`src/rtl/seg_split_pkg.sv`:
```
package seg_split_pkg;

  typedef enum logic [1:0] {
    BMODE_WRAP   = 2'b00,
    BMODE_LINEAR = 2'b01,
    BMODE_FAULT  = 2'b10,
    BMODE_RSVD   = 2'b11
  } bmode_t;

  typedef enum logic [2:0] {
    ST_IDLE,
    ST_FIRST,
    ST_SECOND,
    ST_FIN,
    ST_FAULT
  } xfer_state_t;

endpackage

```
`src/rtl/seg_addr_calc.sv`:
```
module seg_addr_calc
  import seg_split_pkg::*;
#(
  parameter int SEG_W = 16,
  parameter int OFF_W = 16,
  parameter int SHIFT = 4,
  parameter int PA_W  = SEG_W + SHIFT + 1
) (
  input  logic [SEG_W-1:0] seg,
  input  logic [OFF_W-1:0] off,
  input  logic             second,
  input  bmode_t           mode,
  input  logic             a20_en,
  output logic [PA_W-1:0]  addr
);

  localparam int EXT_W = PA_W - OFF_W;

  logic [PA_W-1:0]  base;
  logic [PA_W-1:0]  first_pa;
  logic [OFF_W-1:0] off_inc;
  logic [PA_W-1:0]  raw;

  always_comb begin
    base     = {{(PA_W-SEG_W-SHIFT){1'b0}}, seg, {SHIFT{1'b0}}};
    first_pa = base + {{EXT_W{1'b0}}, off};
    off_inc  = off + {{(OFF_W-1){1'b0}}, 1'b1};
    if (!second) begin
      raw = first_pa;
    end else if (mode == BMODE_LINEAR) begin
      raw = first_pa + {{(PA_W-1){1'b0}}, 1'b1};
    end else begin
      raw = base + {{EXT_W{1'b0}}, off_inc};
    end
    addr = a20_en ? raw : {1'b0, raw[PA_W-2:0]};
  end

endmodule

```
`src/rtl/seg_xfer_ctrl.sv`:
```
module seg_xfer_ctrl
  import seg_split_pkg::*;
(
  input  logic clk,
  input  logic rst_n,
  input  logic req_valid,
  input  logic fault_hit,
  input  logic word_q,
  input  logic bus_ready,
  output logic accept,
  output logic req_ready,
  output logic bus_valid,
  output logic second,
  output logic fault,
  output logic done
);

  xfer_state_t state_q, state_d;

  always_comb begin
    state_d = state_q;
    unique case (state_q)
      ST_IDLE:   if (req_valid) state_d = fault_hit ? ST_FAULT : ST_FIRST;
      ST_FIRST:  if (bus_ready) state_d = word_q ? ST_SECOND : ST_FIN;
      ST_SECOND: if (bus_ready) state_d = ST_FIN;
      ST_FIN:    state_d = ST_IDLE;
      ST_FAULT:  state_d = ST_IDLE;
      default:   state_d = ST_IDLE;
    endcase
  end

  always_ff @(posedge clk or negedge rst_n) begin
    if (!rst_n) state_q <= ST_IDLE;
    else        state_q <= state_d;
  end

  always_comb begin
    req_ready = (state_q == ST_IDLE);
    accept    = req_ready && req_valid;
    bus_valid = (state_q == ST_FIRST) || (state_q == ST_SECOND);
    second    = (state_q == ST_SECOND);
    fault     = (state_q == ST_FAULT);
    done      = (state_q == ST_FIN) || (state_q == ST_FAULT);
  end

  // done lasts one clock and is followed by idle
  p_done_pulse_r10: assert property (@(posedge clk) disable iff (!rst_n)
    done |=> (!done && req_ready));

  // a refusal never overlaps a bus cycle and always closes the request
  p_fault_quiet_r6: assert property (@(posedge clk) disable iff (!rst_n)
    fault |-> (!bus_valid && done));

  // the high lane only follows a completed low-lane cycle
  p_hi_follows_lo_r3: assert property (@(posedge clk) disable iff (!rst_n)
    $rose(second) |-> $past(bus_valid && bus_ready && !second));

endmodule

```
`src/rtl/seg_word_splitter.sv`:
```
module seg_word_splitter
  import seg_split_pkg::*;
#(
  parameter int SEG_W = 16,
  parameter int OFF_W = 16,
  parameter int SHIFT = 4,
  parameter int PA_W  = SEG_W + SHIFT + 1
) (
  input  logic             clk,
  input  logic             rst_n,
  input  logic             req_valid,
  output logic             req_ready,
  input  logic [SEG_W-1:0] req_seg,
  input  logic [OFF_W-1:0] req_off,
  input  logic             req_word,
  input  logic [1:0]       req_mode,
  input  logic             a20_en,
  output logic             bus_valid,
  output logic [PA_W-1:0]  bus_addr,
  output logic             bus_hi,
  input  logic             bus_ready,
  output logic             fault,
  output logic             done
);

  logic [SEG_W-1:0] seg_q;
  logic [OFF_W-1:0] off_q;
  logic             word_q;
  bmode_t           mode_q;
  logic             a20_q;
  logic             accept;
  logic             fault_hit;
  logic             second;

  assign fault_hit = req_word && (&req_off) && (bmode_t'(req_mode) == BMODE_FAULT);

  always_ff @(posedge clk or negedge rst_n) begin
    if (!rst_n) begin
      seg_q  <= '0;
      off_q  <= '0;
      word_q <= 1'b0;
      mode_q <= BMODE_WRAP;
      a20_q  <= 1'b0;
    end else if (accept) begin
      seg_q  <= req_seg;
      off_q  <= req_off;
      word_q <= req_word;
      mode_q <= bmode_t'(req_mode);
      a20_q  <= a20_en;
    end
  end

  seg_xfer_ctrl i_ctrl (
    .clk       (clk),
    .rst_n     (rst_n),
    .req_valid (req_valid),
    .fault_hit (fault_hit),
    .word_q    (word_q),
    .bus_ready (bus_ready),
    .accept    (accept),
    .req_ready (req_ready),
    .bus_valid (bus_valid),
    .second    (second),
    .fault     (fault),
    .done      (done)
  );

  seg_addr_calc #(
    .SEG_W (SEG_W),
    .OFF_W (OFF_W),
    .SHIFT (SHIFT),
    .PA_W  (PA_W)
  ) i_calc (
    .seg    (seg_q),
    .off    (off_q),
    .second (second),
    .mode   (mode_q),
    .a20_en (a20_q),
    .addr   (bus_addr)
  );

  assign bus_hi = second;

  // a pending cycle holds until the bus takes it
  p_hold_cycle_r9: assert property (@(posedge clk) disable iff (!rst_n)
    (bus_valid && !bus_ready) |=> (bus_valid && $stable(bus_addr) && $stable(bus_hi)));

  // masked A20 keeps bit 20 clear on every presented cycle
  p_a20_mask_r8: assert property (@(posedge clk) disable iff (!rst_n)
    (bus_valid && !a20_q) |-> !bus_addr[PA_W-1]);

  // a byte request never reaches the high lane
  p_byte_single_r2: assert property (@(posedge clk) disable iff (!rst_n)
    (bus_valid && !word_q) |-> !bus_hi);

  // captured fields stay put while busy
  p_capture_stable_r11: assert property (@(posedge clk) disable iff (!rst_n)
    (!req_ready && !done) |=> ($stable(seg_q) && $stable(off_q) && $stable(word_q)));

endmodule

```
`config.mk`:
```
export PLATFORM = sky130hd
export DESIGN_NAME = seg_word_splitter
export DESIGN_NICKNAME = d
export VERILOG_FILES = /design/src/rtl/seg_split_pkg.sv /design/src/rtl/seg_addr_calc.sv /design/src/rtl/seg_xfer_ctrl.sv /design/src/rtl/seg_word_splitter.sv
export SDC_FILE = /design/constraint.sdc
export NUM_CORES = 1
export LEC_CHECK = 0
export CAP_MARGIN = 20
export CORE_MARGIN = 2
export CORE_UTILIZATION = 40
export DETAILED_ROUTE_END_ITERATION = 10
export SLEW_MARGIN = 20
export SYNTH_ARGS = -nofsm -noshare
export SYNTH_HDL_FRONTEND = slang
export SYNTH_SLANG_ARGS = --single-unit
```
`constraint.sdc`:
```
create_clock -name clk -period 10.4 [get_ports clk]
set_input_delay 2.08 -clock clk [delete_from_list [all_inputs] [get_ports clk]]
set_output_delay 2.08 -clock clk [all_outputs]
set_load 0.02 [all_outputs]
```
==> results.md <==
| Item | Reported | Unit |
| --- | --- | --- |
| Hold worst-path end | a20_q$_DFFE_PN0P_ | - |
| Fraction of layout instances using a drive strength above 1 | 11.0 | % |
| Share of flip-flops with an asynchronous set or reset | 100 | % |
| Nets in the synthesized netlist | 532 | - |
| Final cell utilization of the core | 50.8 | % |
| Gpl congestion | 0.904 | - |
| Post-layout minimum cycle time | 6550 | ps |
| Root buffer cell | sky130_fd_sc_hd__clkbuf_8 | - |
| Largest net degree at the start of global routing | 40 | - |
| Final Hold Fails | 0 | - |
| Die span in y | 103 | um |
| Placement row count | 35 | - |
| Worst min-delay path class | flip-flop to flip-flop | - |
| Share of the cycle needed by the critical path after routing | 63.0 | % |
| Fraction of the yosys area taken by sequential cells | 25.1 | % |
| Via-to-Cell Ratio | 5.66 | - |
| Final setup vio count | 0 | - |
| TritonCTS Sinks | 39 | - |
| Number of pins exceeding their max-slew limit in the final report | 0 | - |
| Unrepaired setup endpoints after global routing | no | - |
| Quantity of gates resized following cts | 0 | - |
| Post-synthesis area per instance | 8.36 | um2 |
| #FFs+latches synth | 39 | - |
| Final design instance area without fill | 4740 | um2 |
| Synthesis Warnings | 0 | - |
| Tot GR Track Use | 20.6 | % |
| Inserted Clock Buffers | 5 | - |
| Antenna Cells | 0 | - |
| Wire length of the first global-routing pass | 17300 | um |
| Total congestion overflow | 0 | - |
| Syn Std Cell Area | 3890 | um2 |
| Actual slew at the worst max-slew pin | 887 | ps |
| Filler Cell Count | 905 | - |
| H-tree levels | 2 | - |
| Port bufs | 65 | - |
| Outcome | completed | - |
| Cts hold-fix bufs | 0 | - |
| Nets | 586 | - |
| Vias in the first global route | 3577 | - |
| Number of distinct library cells after synthesis | 62 | - |
| Total placed instance area | 4620 | um2 |
| Critical Path Source Type | flip-flop | - |
| Register area | 976 | um2 |
| Clock latency on the worst-skew pair | 290 | ps |
| Number of design rule violations left after detail routing | 0 | - |
| CORE AREA | 9330 | um2 |
| Initial standard-cell utilization of the core | 41.7 | % |
| CTS max path bufs | 2 | - |
| WHS Path Cells | 1 | - |
| Number of flops mapped to enable cells by yosys | 0 | - |
| Endpoint class of the critical path | output pin | - |
| Number of antenna-violating nets in the routed design | 0 | - |
| Routed wirelength normalized by instance count | 15.8 | um |
| Library cell with the largest summed area after synthesis | sky130_fd_sc_hd__dfrtp_1 | - |
| RR Endpoint | off_q[5]$_DFFE_PN0P_ | - |
| Detailed-router iteration count before antenna repair | 4 | - |
| Post-CTS Setup Bufs | 0 | - |
| Launch point of the worst hold path | a20_q$_DFFE_PN0P_ | - |
| Ports placed on the boundary | 66 | - |
| Ranking of synthesized cells by area | sky130_fd_sc_hd__dfrtp_1, sky130_fd_sc_hd__mux2_2, sky130_fd_sc_hd__ha_1, sky130_fd_sc_hd__xnor2_1, sky130_fd_sc_hd__nand2_1 | - |
| Max-Cap Viols | 0 | - |
| Area added between synthesis and finish | 22.0 | % |
| Area share of the leading cell type in the synthesized netlist | 25.1 | % |
| Required @ worst endpoint | 8320 | ps |
| Reg2reg path depth | 4 | - |
| Start-to-end type of the worst setup path | flip-flop to output pin | - |
| Worst clock skew | 3.50 | ps |
| TritonCTS clock tree | built | - |
| DIE WIDTH | 103 | um |
| Relative slew slack | 40.9 | % |
| Most frequently used flop master after synthesis | sky130_fd_sc_hd__dfrtp_1 | - |
| Area of combinational cells with multiple inputs | 2770 | um2 |
| Total Die Area | 10500 | um2 |
| Detailed Place HPWL | 8050 | um |
| Setup tns final | 0 | ps |
| Initial antenna violation count | 0 | - |
| Post-Synthesis Cells | 465 | - |
| Iteration-0 DRC count of the detailed router | 160 | - |
| FF-to-FF Start | i_ctrl.state_q[2]$_DFFE_PN0P_ | - |
| Largest fanout on the critical path | 8 | - |
| Clock input transition at the sequential cells of the worst setup and hold paths | 80 | ps |
| Setup slack on the worst flop-to-flop path | 8620 | ps |
| Routed vias | 3676 | - |
| WP data arrival | 4470 | ps |
| Routed wire length | 10300 | um |
| Maximum clock frequency | 153 | MHz |
[worst max-delay path by stage]
stage / slack, ps / start / cells past startpoint / end
2_1_floorplan: 4800 / off_q[4]$_DFFE_PN0P_ / 9 / bus_addr[20]
3_5_place_dp: 4170 / off_q[4]$_DFFE_PN0P_ / 11 / bus_addr[17]
5_1_grt: 3540 / off_q[4]$_DFFE_PN0P_ / 11 / bus_addr[19]
6_report: 3850 / off_q[4]$_DFFE_PN0P_ / 11 / bus_addr[17]
4_1_cts: 3840 / off_q[4]$_DFFE_PN0P_ / 11 / bus_addr[17]
3_3_place_gp: 4220 / off_q[4]$_DFFE_PN0P_ / 11 / bus_addr[17]
[area by class of cell]
| class | instances | share of cell area [%] |
|---|---|---|
| Inverter | 14 | 1.11 |
| Tap cell | 129 | 3.40 |
| Clock inverter | 2 | 0.739 |
| Timing Repair Buffer | 67 | 13.9 |
| Clock buffer | 6 | 1.74 |
| Sequential cell | 39 | 20.6 |
| Multi-Input combinational cell | 392 | 58.5 |
[state kept, by name (all words and copies together), names as in the netlist]
register / cells
off_q: 16
seg_q: 16
i_ctrl.state_q: 3
mode_q: 2
a20_q: 1
word_q: 1
[Yosys cell counts (all sizes together) (4+ instances only)]
library cell	n
nand2	43
dfrtp	39
mux2	34
nor2	32
a21oi	31
o21ai	28
ha	25
xnor2	24
nand3	19
clkbuf	15
inv	13
nand4	13
xor2	12
a211oi	11
and3	8
nor3	8
or4	8
nor4	6
o21a	6
or2	6
a21o	5
and2	5
buf	5
nand2b	5
or3	5
a31oi	4
o22ai	4
[placed cells by master (no fill, tap or decap), types with 8 or more instances in the layout]
| cell type | n |
|---|---|
| sky130_fd_sc_hd__clkdlybuf4s50_1 | 64 |
| sky130_fd_sc_hd__nand2_1 | 43 |
| sky130_fd_sc_hd__dfrtp_1 | 39 |
| sky130_fd_sc_hd__mux2_2 | 34 |
| sky130_fd_sc_hd__nor2_1 | 32 |
| sky130_fd_sc_hd__a21oi_1 | 31 |
| sky130_fd_sc_hd__o21ai_0 | 28 |
| sky130_fd_sc_hd__ha_1 | 25 |
| sky130_fd_sc_hd__xnor2_1 | 24 |
| sky130_fd_sc_hd__nand3_1 | 19 |
| sky130_fd_sc_hd__inv_1 | 13 |
| sky130_fd_sc_hd__nand4_1 | 13 |
| sky130_fd_sc_hd__xor2_1 | 12 |
| sky130_fd_sc_hd__nor3_1 | 8 |
| sky130_fd_sc_hd__and3_1 | 8 |
| sky130_fd_sc_hd__a211oi_1 | 8 |
[stage by stage]
stage                     hold slack (ps)  setup WS [ps]  instances
final                                 502           3850        649
after global routing                  523           3540        649
after CTS                             507           3840        649
after detailed placement              489           4170        641
after global placement                489           4220        641
after floorplan                       474           4800        465
[worst max-delay path: stages (launching register included)]
cell and delay, ps:
sky130_fd_sc_hd__dfrtp_1 470, sky130_fd_sc_hd__ha_1 270, sky130_fd_sc_hd__fa_1 460, sky130_fd_sc_hd__a21o_1 220
sky130_fd_sc_hd__a22oi_1 300, sky130_fd_sc_hd__mux2i_1 230, sky130_fd_sc_hd__nand2_1 180, sky130_fd_sc_hd__or4_1 590
sky130_fd_sc_hd__nor4b_1 390, sky130_fd_sc_hd__o22ai_1 150, sky130_fd_sc_hd__a211oi_1 260, sky130_fd_sc_hd__clkdlybuf4s50_1 650
[metal layers]
metal	GRT usage [%]	part of all wire [%]	up-vias
li1	-	-	1844
met1	30.2	50	1752
met3	2.51	4.1	11
met2	31.3	44	69
met4	7.08	1.7	0
met5	0	0	-
[cells by family (layout without fill, tap and decap cells)]
group	after synthesis	after routing	share of synthesized area (%)
flip-flops	39	39	25.1
multiplexers	37	37	10.6
buffers and inverters	34	89	3.54
AO/OA/AOI/OAI	121	121	20.6
AND/OR/NAND/NOR	171	171	23.0
adder cells (fa/ha/maj)	27	27	9.08
XOR/XNOR	36	36	8.11
Power is left out: the tool's default activity adds up to more than one toggle a clock period on the data nets, which glitch-free logic cannot reach.
